[src/rtl/bnk_pkg.sv]
package bnk_pkg;
  localparam int SR_MD_BIT = 30;
  localparam int SR_RB_BIT = 29;

  typedef enum logic [3:0] {
    CR_STATUS = 4'd0,
    CR_GBASE  = 4'd1,
    CR_MACHI  = 4'd2,
    CR_MACLO  = 4'd3,
    CR_RET    = 4'd4,
    CR_PCNT   = 4'd5,
    CR_SVSTAT = 4'd8,
    CR_VBASE  = 4'd9,
    CR_SVPC   = 4'd10,
    CR_SVR15  = 4'd11,
    CR_DBASE  = 4'd12
  } cr_code_e;

  function automatic logic cr_exists(input logic [3:0] sel);
    return (sel <= 4'd5) || (sel >= 4'd8 && sel <= 4'd12);
  endfunction

  function automatic logic cr_priv_only(input logic [3:0] sel);
    return sel[3] && cr_exists(sel);
  endfunction
endpackage

[src/rtl/bnk_access_guard.sv]
module bnk_access_guard (
  input  logic       clk,
  input  logic       rst_n,
  input  logic       md,
  input  logic       rb,
  input  logic       alt_rd_en,
  input  logic       alt_wr_en,
  input  logic       cr_rd_en,
  input  logic       cr_wr_en,
  input  logic [3:0] cr_sel,
  output logic       cur_bank,
  output logic       alt_ok,
  output logic       cr_ok,
  output logic       illegal_q
);
  import bnk_pkg::*;

  logic bad_alt, bad_cr;

  always_comb begin
    cur_bank = md & rb;
    alt_ok   = md;
    cr_ok    = md | ~cr_priv_only(cr_sel);
    bad_alt  = ~md & (alt_rd_en | alt_wr_en);
    bad_cr   = (cr_rd_en | cr_wr_en) & ~cr_ok;
  end

  always_ff @(posedge clk or negedge rst_n) begin
    if (!rst_n) illegal_q <= 1'b0;
    else        illegal_q <= bad_alt | bad_cr;
  end
endmodule

[src/rtl/bnk_gpr_array.sv]
module bnk_gpr_array #(
  parameter int DW     = 32,
  parameter int NUM_LO = 8,
  parameter int NUM_HI = 8,
  localparam int IDX_W = $clog2(NUM_LO + NUM_HI),
  localparam int LO_W  = $clog2(NUM_LO),
  localparam int HI_W  = $clog2(NUM_HI)
) (
  input  logic             clk,
  input  logic             rst_n,
  input  logic             cur_bank,
  input  logic [IDX_W-1:0] rd_a_idx,
  output logic [DW-1:0]    rd_a_data,
  input  logic [IDX_W-1:0] rd_b_idx,
  output logic [DW-1:0]    rd_b_data,
  input  logic             wr_en,
  input  logic [IDX_W-1:0] wr_idx,
  input  logic [DW-1:0]    wr_data,
  input  logic             alt_rd_ok,
  input  logic [LO_W-1:0]  alt_rd_idx,
  output logic [DW-1:0]    alt_rd_data,
  input  logic             alt_wr_ok,
  input  logic [LO_W-1:0]  alt_wr_idx,
  input  logic [DW-1:0]    alt_wr_data,
  output logic [DW-1:0]    index_r0
);
  logic [DW-1:0] lo_v [2][NUM_LO];
  logic [DW-1:0] hi_v [NUM_HI];

  for (genvar b = 0; b < 2; b++) begin : g_bank
    for (genvar i = 0; i < NUM_LO; i++) begin : g_lo
      logic [DW-1:0] q;
      logic gen_hit, alt_hit;
      assign gen_hit = wr_en && (wr_idx == IDX_W'(i)) && (cur_bank == 1'(b));
      assign alt_hit = alt_wr_ok && (alt_wr_idx == LO_W'(i)) && (cur_bank != 1'(b));
      always_ff @(posedge clk or negedge rst_n) begin
        if (!rst_n)       q <= '0;
        else if (gen_hit) q <= wr_data;
        else if (alt_hit) q <= alt_wr_data;
      end
      assign lo_v[b][i] = q;
    end
  end

  for (genvar h = 0; h < NUM_HI; h++) begin : g_hi
    logic [DW-1:0] q;
    always_ff @(posedge clk or negedge rst_n) begin
      if (!rst_n) q <= '0;
      else if (wr_en && (wr_idx == IDX_W'(NUM_LO + h))) q <= wr_data;
    end
    assign hi_v[h] = q;
  end

  function automatic logic [DW-1:0] pick(input logic [IDX_W-1:0] idx, input logic bank);
    logic [IDX_W-1:0] off;
    off = idx - IDX_W'(NUM_LO);
    if (idx < IDX_W'(NUM_LO)) return lo_v[bank][idx[LO_W-1:0]];
    else                      return hi_v[off[HI_W-1:0]];
  endfunction

  always_comb begin
    rd_a_data   = pick(rd_a_idx, cur_bank);
    rd_b_data   = pick(rd_b_idx, cur_bank);
    index_r0    = lo_v[cur_bank][0];
    alt_rd_data = alt_rd_ok ? lo_v[~cur_bank][alt_rd_idx] : '0;
  end
endmodule

[src/rtl/bnk_ctrl_regs.sv]
module bnk_ctrl_regs #(
  parameter int DW = 32
) (
  input  logic          clk,
  input  logic          rst_n,
  input  logic [3:0]    cr_sel,
  input  logic          cr_ok,
  input  logic          cr_rd_en,
  output logic [DW-1:0] cr_rd_data,
  input  logic          cr_wr_en,
  input  logic [DW-1:0] cr_wr_data,
  output logic          md,
  output logic          rb
);
  import bnk_pkg::*;

  localparam logic [DW-1:0] SR_RST = (DW'(1) << SR_MD_BIT) | (DW'(1) << SR_RB_BIT);

  logic [DW-1:0] cr_v [16];

  for (genvar c = 0; c < 16; c++) begin : g_cr
    if (cr_exists(4'(c))) begin : g_real
      localparam logic [DW-1:0] RST = (c == 0) ? SR_RST : '0;
      logic [DW-1:0] q;
      always_ff @(posedge clk or negedge rst_n) begin
        if (!rst_n) q <= RST;
        else if (cr_wr_en && cr_ok && (cr_sel == 4'(c))) q <= cr_wr_data;
      end
      assign cr_v[c] = q;
    end else begin : g_hole
      assign cr_v[c] = '0;
    end
  end

  always_comb begin
    cr_rd_data = (cr_rd_en && cr_ok) ? cr_v[cr_sel] : '0;
    md         = cr_v[CR_STATUS][SR_MD_BIT];
    rb         = cr_v[CR_STATUS][SR_RB_BIT];
  end
endmodule

[src/rtl/bnk_regfile.sv]
module bnk_regfile #(
  parameter int DW     = 32,
  parameter int NUM_LO = 8,
  parameter int NUM_HI = 8,
  localparam int IDX_W = $clog2(NUM_LO + NUM_HI),
  localparam int LO_W  = $clog2(NUM_LO)
) (
  input  logic             clk,
  input  logic             rst_n,
  input  logic [IDX_W-1:0] rd_a_idx,
  output logic [DW-1:0]    rd_a_data,
  input  logic [IDX_W-1:0] rd_b_idx,
  output logic [DW-1:0]    rd_b_data,
  input  logic             wr_en,
  input  logic [IDX_W-1:0] wr_idx,
  input  logic [DW-1:0]    wr_data,
  input  logic             alt_rd_en,
  input  logic [LO_W-1:0]  alt_rd_idx,
  output logic [DW-1:0]    alt_rd_data,
  input  logic             alt_wr_en,
  input  logic [LO_W-1:0]  alt_wr_idx,
  input  logic [DW-1:0]    alt_wr_data,
  input  logic [3:0]       cr_sel,
  input  logic             cr_rd_en,
  output logic [DW-1:0]    cr_rd_data,
  input  logic             cr_wr_en,
  input  logic [DW-1:0]    cr_wr_data,
  output logic [DW-1:0]    index_r0,
  output logic             priv_mode,
  output logic             cur_bank,
  output logic             illegal
);
  logic md, rb, alt_ok, cr_ok;

  bnk_access_guard u_guard (
    .clk(clk), .rst_n(rst_n), .md(md), .rb(rb),
    .alt_rd_en(alt_rd_en), .alt_wr_en(alt_wr_en),
    .cr_rd_en(cr_rd_en), .cr_wr_en(cr_wr_en), .cr_sel(cr_sel),
    .cur_bank(cur_bank), .alt_ok(alt_ok), .cr_ok(cr_ok), .illegal_q(illegal)
  );

  bnk_ctrl_regs #(.DW(DW)) u_ctrl (
    .clk(clk), .rst_n(rst_n), .cr_sel(cr_sel), .cr_ok(cr_ok),
    .cr_rd_en(cr_rd_en), .cr_rd_data(cr_rd_data),
    .cr_wr_en(cr_wr_en), .cr_wr_data(cr_wr_data), .md(md), .rb(rb)
  );

  bnk_gpr_array #(.DW(DW), .NUM_LO(NUM_LO), .NUM_HI(NUM_HI)) u_gpr (
    .clk(clk), .rst_n(rst_n), .cur_bank(cur_bank),
    .rd_a_idx(rd_a_idx), .rd_a_data(rd_a_data),
    .rd_b_idx(rd_b_idx), .rd_b_data(rd_b_data),
    .wr_en(wr_en), .wr_idx(wr_idx), .wr_data(wr_data),
    .alt_rd_ok(alt_rd_en & alt_ok), .alt_rd_idx(alt_rd_idx), .alt_rd_data(alt_rd_data),
    .alt_wr_ok(alt_wr_en & alt_ok), .alt_wr_idx(alt_wr_idx), .alt_wr_data(alt_wr_data),
    .index_r0(index_r0)
  );

  assign priv_mode = md;
endmodule

[config.mk]
export PLATFORM = sky130hd
export DESIGN_NAME = bnk_regfile
export DESIGN_NICKNAME = d
export VERILOG_FILES = /design/src/rtl/bnk_pkg.sv /design/src/rtl/bnk_access_guard.sv /design/src/rtl/bnk_gpr_array.sv /design/src/rtl/bnk_ctrl_regs.sv /design/src/rtl/bnk_regfile.sv
export SDC_FILE = /design/constraint.sdc
export NUM_CORES = 2
export LEC_CHECK = 0
export BUFFER_PORTS_ARGS = -buffer_cell sky130_fd_sc_hd__buf_2
export CORE_MARGIN = 1
export CORE_UTILIZATION = 45
export CTS_BUF_LIST = sky130_fd_sc_hd__clkbuf_8
export CTS_CLUSTER_DIAMETER = 30
export DETAILED_ROUTE_END_ITERATION = 8
export PLACE_DENSITY = 0.72
export SYNTH_ARGS = -nofsm -noshare
export SYNTH_HDL_FRONTEND = slang
export SYNTH_SLANG_ARGS = --single-unit
[constraint.sdc]
create_clock -name clk -period 3 [get_ports clk]
set_input_delay 0.6 -clock clk [delete_from_list [all_inputs] [get_ports clk]]
set_output_delay 0.6 -clock clk [all_outputs]
set_load 0.02 [all_outputs]
# Word-level counts from Yosys, hierarchy flattened
# Index checks and enable logic that the tools add are counted.
[word_totals]
register_bits = 1121
ram_bits = 0
latch_bits = 0
output_inout_bits = 163
mem_bits_ro = 0
n_memories = 0
[classes]
n_mux = 60
add_sub_neg = 2
n_bitwise = 21
n_mul = 0
n_eq_ne = 32
n_lt_le_gt_ge = 13
n_reduce_logical = 91
shifts = 0
div_mod_pow = 0
[ops]
columns = ["cell", "count"]
rows = [
  ["2-to-1 mux 256 bit", 6],
  ["2-to-1 mux 32 bit", 48],
  ["binary-select mux 32 bit (select 3 bit)", 5],
  ["binary-select mux 32 bit (select 4 bit)", 1],
  ["logical AND 1 bit", 71],
  ["== test 4 bit (second input constant)", 13],
  ["nonzero test 2 bit", 16],
  ["== test 4 x 3 -> 1 bit (second input constant)", 6],
  [">= comparator 4 bit (second input constant)", 6],
  ["inverter 3 -> 4 bit", 5],
  ["== test 4 x 2 -> 1 bit (second input constant)", 4],
  ["== test 3 bit (second input constant)", 4],
  ["== test 4 x 1 -> 1 bit (second input constant)", 2],
  ["zero test 4 bit", 2],
  ["< comparator 4 bit (second input constant)", 2],
  ["== test 3 x 2 -> 1 bit (second input constant)", 2],
  ["subtractor 3 x 1 -> 3 bit (second input constant)", 2],
  ["bitwise AND 1 bit", 5],
  [">= comparator 5 bit (second input constant)", 1],
  ["inverter 4 -> 5 bit", 1],
  [">= comparator 2 bit (second input constant)", 2],
  ["less-or-equal comparator 4 x 3 -> 1 bit (second input constant)", 1],
  ["less-or-equal comparator 4 bit (second input constant)", 1],
  ["inverter 1 bit", 4],
  ["5 further kinds", 9],
]

# Longest topological paths before layout
[logic_depth]
depth_word = 10
ltp_mapped = 10
ltp_nobuf = 6

# Cells and area by module
# A second synthesis with hierarchy kept.
[unflattened]
cells_unflattened = 5630
hier_area_um2 = 64346.7
[by_module_without_submodules]
columns = ["module", "n_inst", "seq_area_each_um2", "cells_each", "area_per_inst_um2"]
rows = [
  ["bnk_gpr_array", 1, 19218.4, 4528, 48186.2],
  ["bnk_ctrl_regs", 1, 8811.0, 1091, 16069.2],
  ["bnk_access_guard", 1, 25.0, 9, 78.8],
  ["bnk_regfile", 1, 0.0, 2, 12.5],
]

# Least setup slack after synthesis
# No wires, ideal clock.
[synth_path]
kind = "input -> output"
startpoint = "input rd_a_idx[0]"
endpoint = "output rd_a_data[19]"
arrival_time_ns = 2.258
n_path_buf = 5
path_slack_ns = 0.142
stages = 7
path_cell_list = "buf_2 buf_4 buf_4 buf_4 buf_2 a2111oi_0 nor3_1"
[synth_via]
elab_chain_cells = 6
[synth_lines]
columns = ["element", "line_no", "text"]
rows = [
  ["start: declaration", "bnk_regfile.sv:10", "input logic [IDX_W-1:0] rd_a_idx,"],
  ["subtractor 3 x 1 -> 3 bit", "bnk_gpr_array.sv:56", "off = idx - IDX_W'(NUM_LO);"],
  ["inverter 3 -> 4 bit (not written as such)", "bnk_gpr_array.sv:58", "else return hi_v[off[HI_W-1:0]];"],
  ["binary-select mux 32 bit (select 3 bit)", "bnk_gpr_array.sv:58", ""],
  ["2-to-1 mux 32 bit (not written as such) (2 in a row)", "bnk_gpr_array.sv:58", ""],
  ["2-to-1 mux 32 bit *", "bnk_gpr_array.sv:57", "if (idx < IDX_W'(NUM_LO)) return lo_v[bank][idx[LO_W-1:0]];"],
  ["end: declaration", "bnk_regfile.sv:11", "output logic [DW-1:0] rd_a_data,"],
]
# Mark *: on every way between the ends. The rest lies on a longest branch, timed or not. The select of a mux whose other input is x is not followed.

# Final worst setup path
[layout_path]
startpoint = "register u_ctrl.g_cr[0].g_real.q[29]"
endpoint = "output rd_b_data[5]"
[layout_via]
elab_chain_cells = 9
[layout_lines]
columns = ["element", "line_no", "text"]
rows = [
  ["start: declaration", "bnk_ctrl_regs.sv:24", "logic [DW-1:0] q;"],
  ["start signal: assignment", "bnk_ctrl_regs.sv:27", "else if (cr_wr_en && cr_ok && (cr_sel == 4'(c))) q <= cr_wr_data;"],
  ["bitwise AND 1 bit", "bnk_access_guard.sv:21", "cur_bank = md & rb;"],
  ["inverter 1 -> 2 bit (not written as such)", "bnk_gpr_array.sv:57", ""],
  ["2-to-1 mux 256 bit (not written as such) (3 in a row)", "bnk_gpr_array.sv:57", ""],
  ["binary-select mux 32 bit (select 3 bit)", "bnk_gpr_array.sv:57", ""],
  ["2-to-1 mux 32 bit (not written as such) (2 in a row)", "bnk_gpr_array.sv:57", ""],
  ["2-to-1 mux 32 bit", "bnk_gpr_array.sv:57", ""],
  ["end: declaration", "bnk_regfile.sv:13", "output logic [DW-1:0] rd_b_data,"],
]
# Every way passes these cells. The select of a mux whose other input is x is not followed.

==> flow_summary.json <==
{
  "yosys.area.top_type": "dfrtp_1",
  "max_slew.worst_pin.slew_ps": 1406,
  "setup_ws_ps": -982.5,
  "crit_path_end_kind": "output pin",
  "post_drt_wl_per_cell_um": 31.04,
  "drt-initial-drc-count": 7056,
  "ys.flop_type": "dfrtp_1",
  "cp.required_ps": 2400,
  "setup_tns_ps": -107640,
  "portBuffers": 287,
  "drive_gt1_share_pct": 45.25,
  "p_leak_nw": 35.05,
  "grt_max_degree": 117,
  "async_flop_share_pct": 100.0,
  "path_max_fanout": 7,
  "worstSetupPathType": "reg -> out",
  "synth_edf_count": 0,
  "drc": 0,
  "yosysMostFrequentCell": "dfrtp_1",
  "critPathArrivalTime_ps": 3380,
  "core_sq_mm": 0.1382,
  "layout.nets": 6392,
  "yosysUniqueCellTypes": 56,
  "slew_headroom_pct": 5.937,
  "maxCapViolCount": 0,
  "ys_seq_area_share_pct": 44.54,
  "synth_seq_cells": 1121,
  "drt_wl_total_mm": 258.7,
  "start_util_pct": 45.58,
  "placedCellCount": 7704,
  "synth_area_per_cell_sq_um": 11.41,
  "antenna_found_initial": 26,
  "synth_top_cell_area_share_pct": 44.46,
  "die_area_sq_mm": 0.1415,
  "antenna_left": 0,
  "max_freq_mhz": 251.1,
  "syn2layout_area_growth_pct": 32.17,
  "clk_latency_ps": 1060,
  "io_pins": 288,
  "numCtsBuffers": 287,
  "vias": 55750,
  "hp-class": "in -> reg",
  "post-dp-hpwl_mm": 167.1,
  "slew_violations": 0,
  "finalHoldViolCount": 0,
  "grt_pass1_vias": 56080,
  "clock-root-buffer": "clkbuf_8",
  "h-tree-depth": 5,
  "cts_tree": "yes",
  "ir_drop_uv": 595.9,
  "netlist_area_sq_mm": 0.06298,
  "die_h_um": 376.1,
  "p_per_area_mw_per_mm2": 780.6,
  "finClkSkew_ps": 107.7,
  "clkTransAtPathRegs_ps": 60,
  "grt_usage_pct": 35.43,
  "syn-num-nets": 5645,
  "cts_buffer_depth": 4,
  "dr.pass1.iters": 9,
  "gp_congestion": 1.036,
  "status": "finished, violations left",
  "die_w_um": 376.1,
  "vias_per_cell": 6.691,
  "grt_pass1_wl_mm": 370.8,
  "rsz0062_at_grt": "yes",
  "yosys_warnings": 0,
  "grt_overflow": 0,
  "timing.final.crit_period_ps": 3983,
  "synthCells": 5520,
  "setup_viol": 183,
  "fin_crit_sh_pct": 132.8,
  "netlist_top_cells_area": "dfrtp_1, mux4_2, mux2_2, mux2i_1, nand2_1",
  "rows": 136,
  "synth_commonest_cells": "dfrtp_1, nand2_1, mux2_2",
  "fin_cells": 8332,
  "clock-sinks": 1121,
  "cp-start-kind": "flop",
  "failed_checks": "setup timing"
}
-- cells in the final DEF, fill, tap and decap left out, types with 15 or more instances in the layout --
cell | Yosys | layout
a2111oi_2 | 5 | 19
a2111oi_4 | 0 | 33
a211oi_1 | 43 | 38
a221oi_1 | 81 | 56
a221oi_2 | 0 | 25
a22oi_1 | 230 | 225
a31oi_1 | 36 | 36
buf_12 | 0 | 139
buf_2 | 135 | 167
buf_4 | 24 | 545
buf_6 | 18 | 123
buf_8 | 1 | 15
bufinv_16 | 0 | 23
clkbuf_8 | 0 | 350
clkinv_2 | 0 | 35
clkinvlp_4 | 0 | 24
dfrtp_1 | 1119 | 1119
dlygate4sd3_1 | 0 | 38
inv_1 | 2 | 43
mux2_2 | 632 | 631
mux2i_1 | 631 | 474
mux2i_2 | 0 | 64
mux2i_4 | 0 | 93
mux4_2 | 321 | 321
nand2_1 | 929 | 908
nor2_1 | 174 | 140
nor2_2 | 0 | 17
nor2_4 | 0 | 17
nor3_1 | 72 | 27
nor3_2 | 8 | 28
nor3_4 | 5 | 30
o21ai_0 | 282 | 239
o21ai_1 | 69 | 84
o22ai_1 | 132 | 38
o22ai_2 | 0 | 59
o22ai_4 | 0 | 35
-- layer usage --
| layer | track usage, % | wire (um) | share of wire, % |
|---|---|---|---|
| met2 | 53.15 | 114700 | 44 |
| met5 | 0 | 207 | 0.080 |
| met3 | 10.79 | 30530 | 12 |
| met4 | 27.32 | 23070 | 8.9 |
| met1 | 42.72 | 90160 | 35 |
-- where the power goes --
group	internal, mW	total, mW	switching, mW
sequential	19.4	23.4	4.02
clock	12.5	20.3	7.84
combinational	10.8	21.3	10.5
-- registers in the layout, summed over array words and instances, names as in the netlist --
| register | flops |
|---|---|
| u_gpr.g_bank.g_lo.q | 512 |
| u_guard.illegal_q | 1 |
| u_ctrl.g_cr.g_real.q | 352 |
| u_gpr.g_hi.q | 256 |
-- per-stage QoR --
stage	worst slack (ps)	util, %	power, mW	cell area [sq um]	hold WS, ps
after global placement	-536.3	51.11	38.83	70620	476.6
after global routing	-1054	60.23	67.00	83230	9.969
final	-982.5	60.24	64.98	83240	21.58
after detailed placement	-530.3	51.11	39.58	70620	486.4
after CTS	-999.3	58.08	62.08	80240	0.07316
after floorplan	142.3	-	32.24	62980	304.4
-- critical path, stage by stage (launching register included) --
cell and delay (ps):
dfstp_2 580, nand2_8 130, clkinv_16 110, buf_12 110, buf_12 150, buf_6 130
buf_16 120, mux2i_4 260, o22ai_2 130, a2111oi_4 350, o22ai_2 160, buf_6 160
-- path summary, 6_finish.rpt --
check / start / to / slack [ps] / cells after the start
max: u_ctrl.g_cr[0].g_real.q[29] / rd_b_data[5] / -980 / 11
min: alt_wr_data[15] / u_gpr.g_bank[0].g_lo[0].q[15] / 20 / 3
max reg2reg: u_ctrl.g_cr[0].g_real.q[29] / u_gpr.g_bank[0].g_lo[2].q[12] / -190 / 7
min reg2reg: u_gpr.g_bank[1].g_lo[5].q[1] / u_gpr.g_bank[1].g_lo[5].q[1] / 500 / 2
max in group asynchronous: rst_n / u_gpr.g_bank[1].g_lo[7].q[10] / 1760 / 3
min in group asynchronous: rst_n / u_gpr.g_hi[5].q[9] / 140 / 2
-- logic make-up after synthesis --
family          Yosys count  share of synthesized area (%)
mux                    1598                          33.06
simple gates           1249                          8.054
flops                  1121                          44.54
compound gates          960                          10.17
buf+inv                 592                          4.172
-- area by class of cell --
class                   count  area [sq um]
inverters                   6         48.80
repair buffers           1043         10140
multi-input cells        3807         36540
clock buffers             350          4817
repair inverters            1         16.27
diodes                     10         25.02
well taps                1863          2331
fillers                 10460         54930
clock inverters           131          1272
flip-flops and latches   1121         28050
-- what timing repair did --
item,in CTS,in global routing
setup endpoints to repair,161,162
resized for setup,551,478
hold buffers,38,0
cloned,11,3
pin swaps,57,154
endpoints found under the hold margin,444,0
buffers inserted,47,56
No activity file was read; power rests on OpenSTA's default activity.
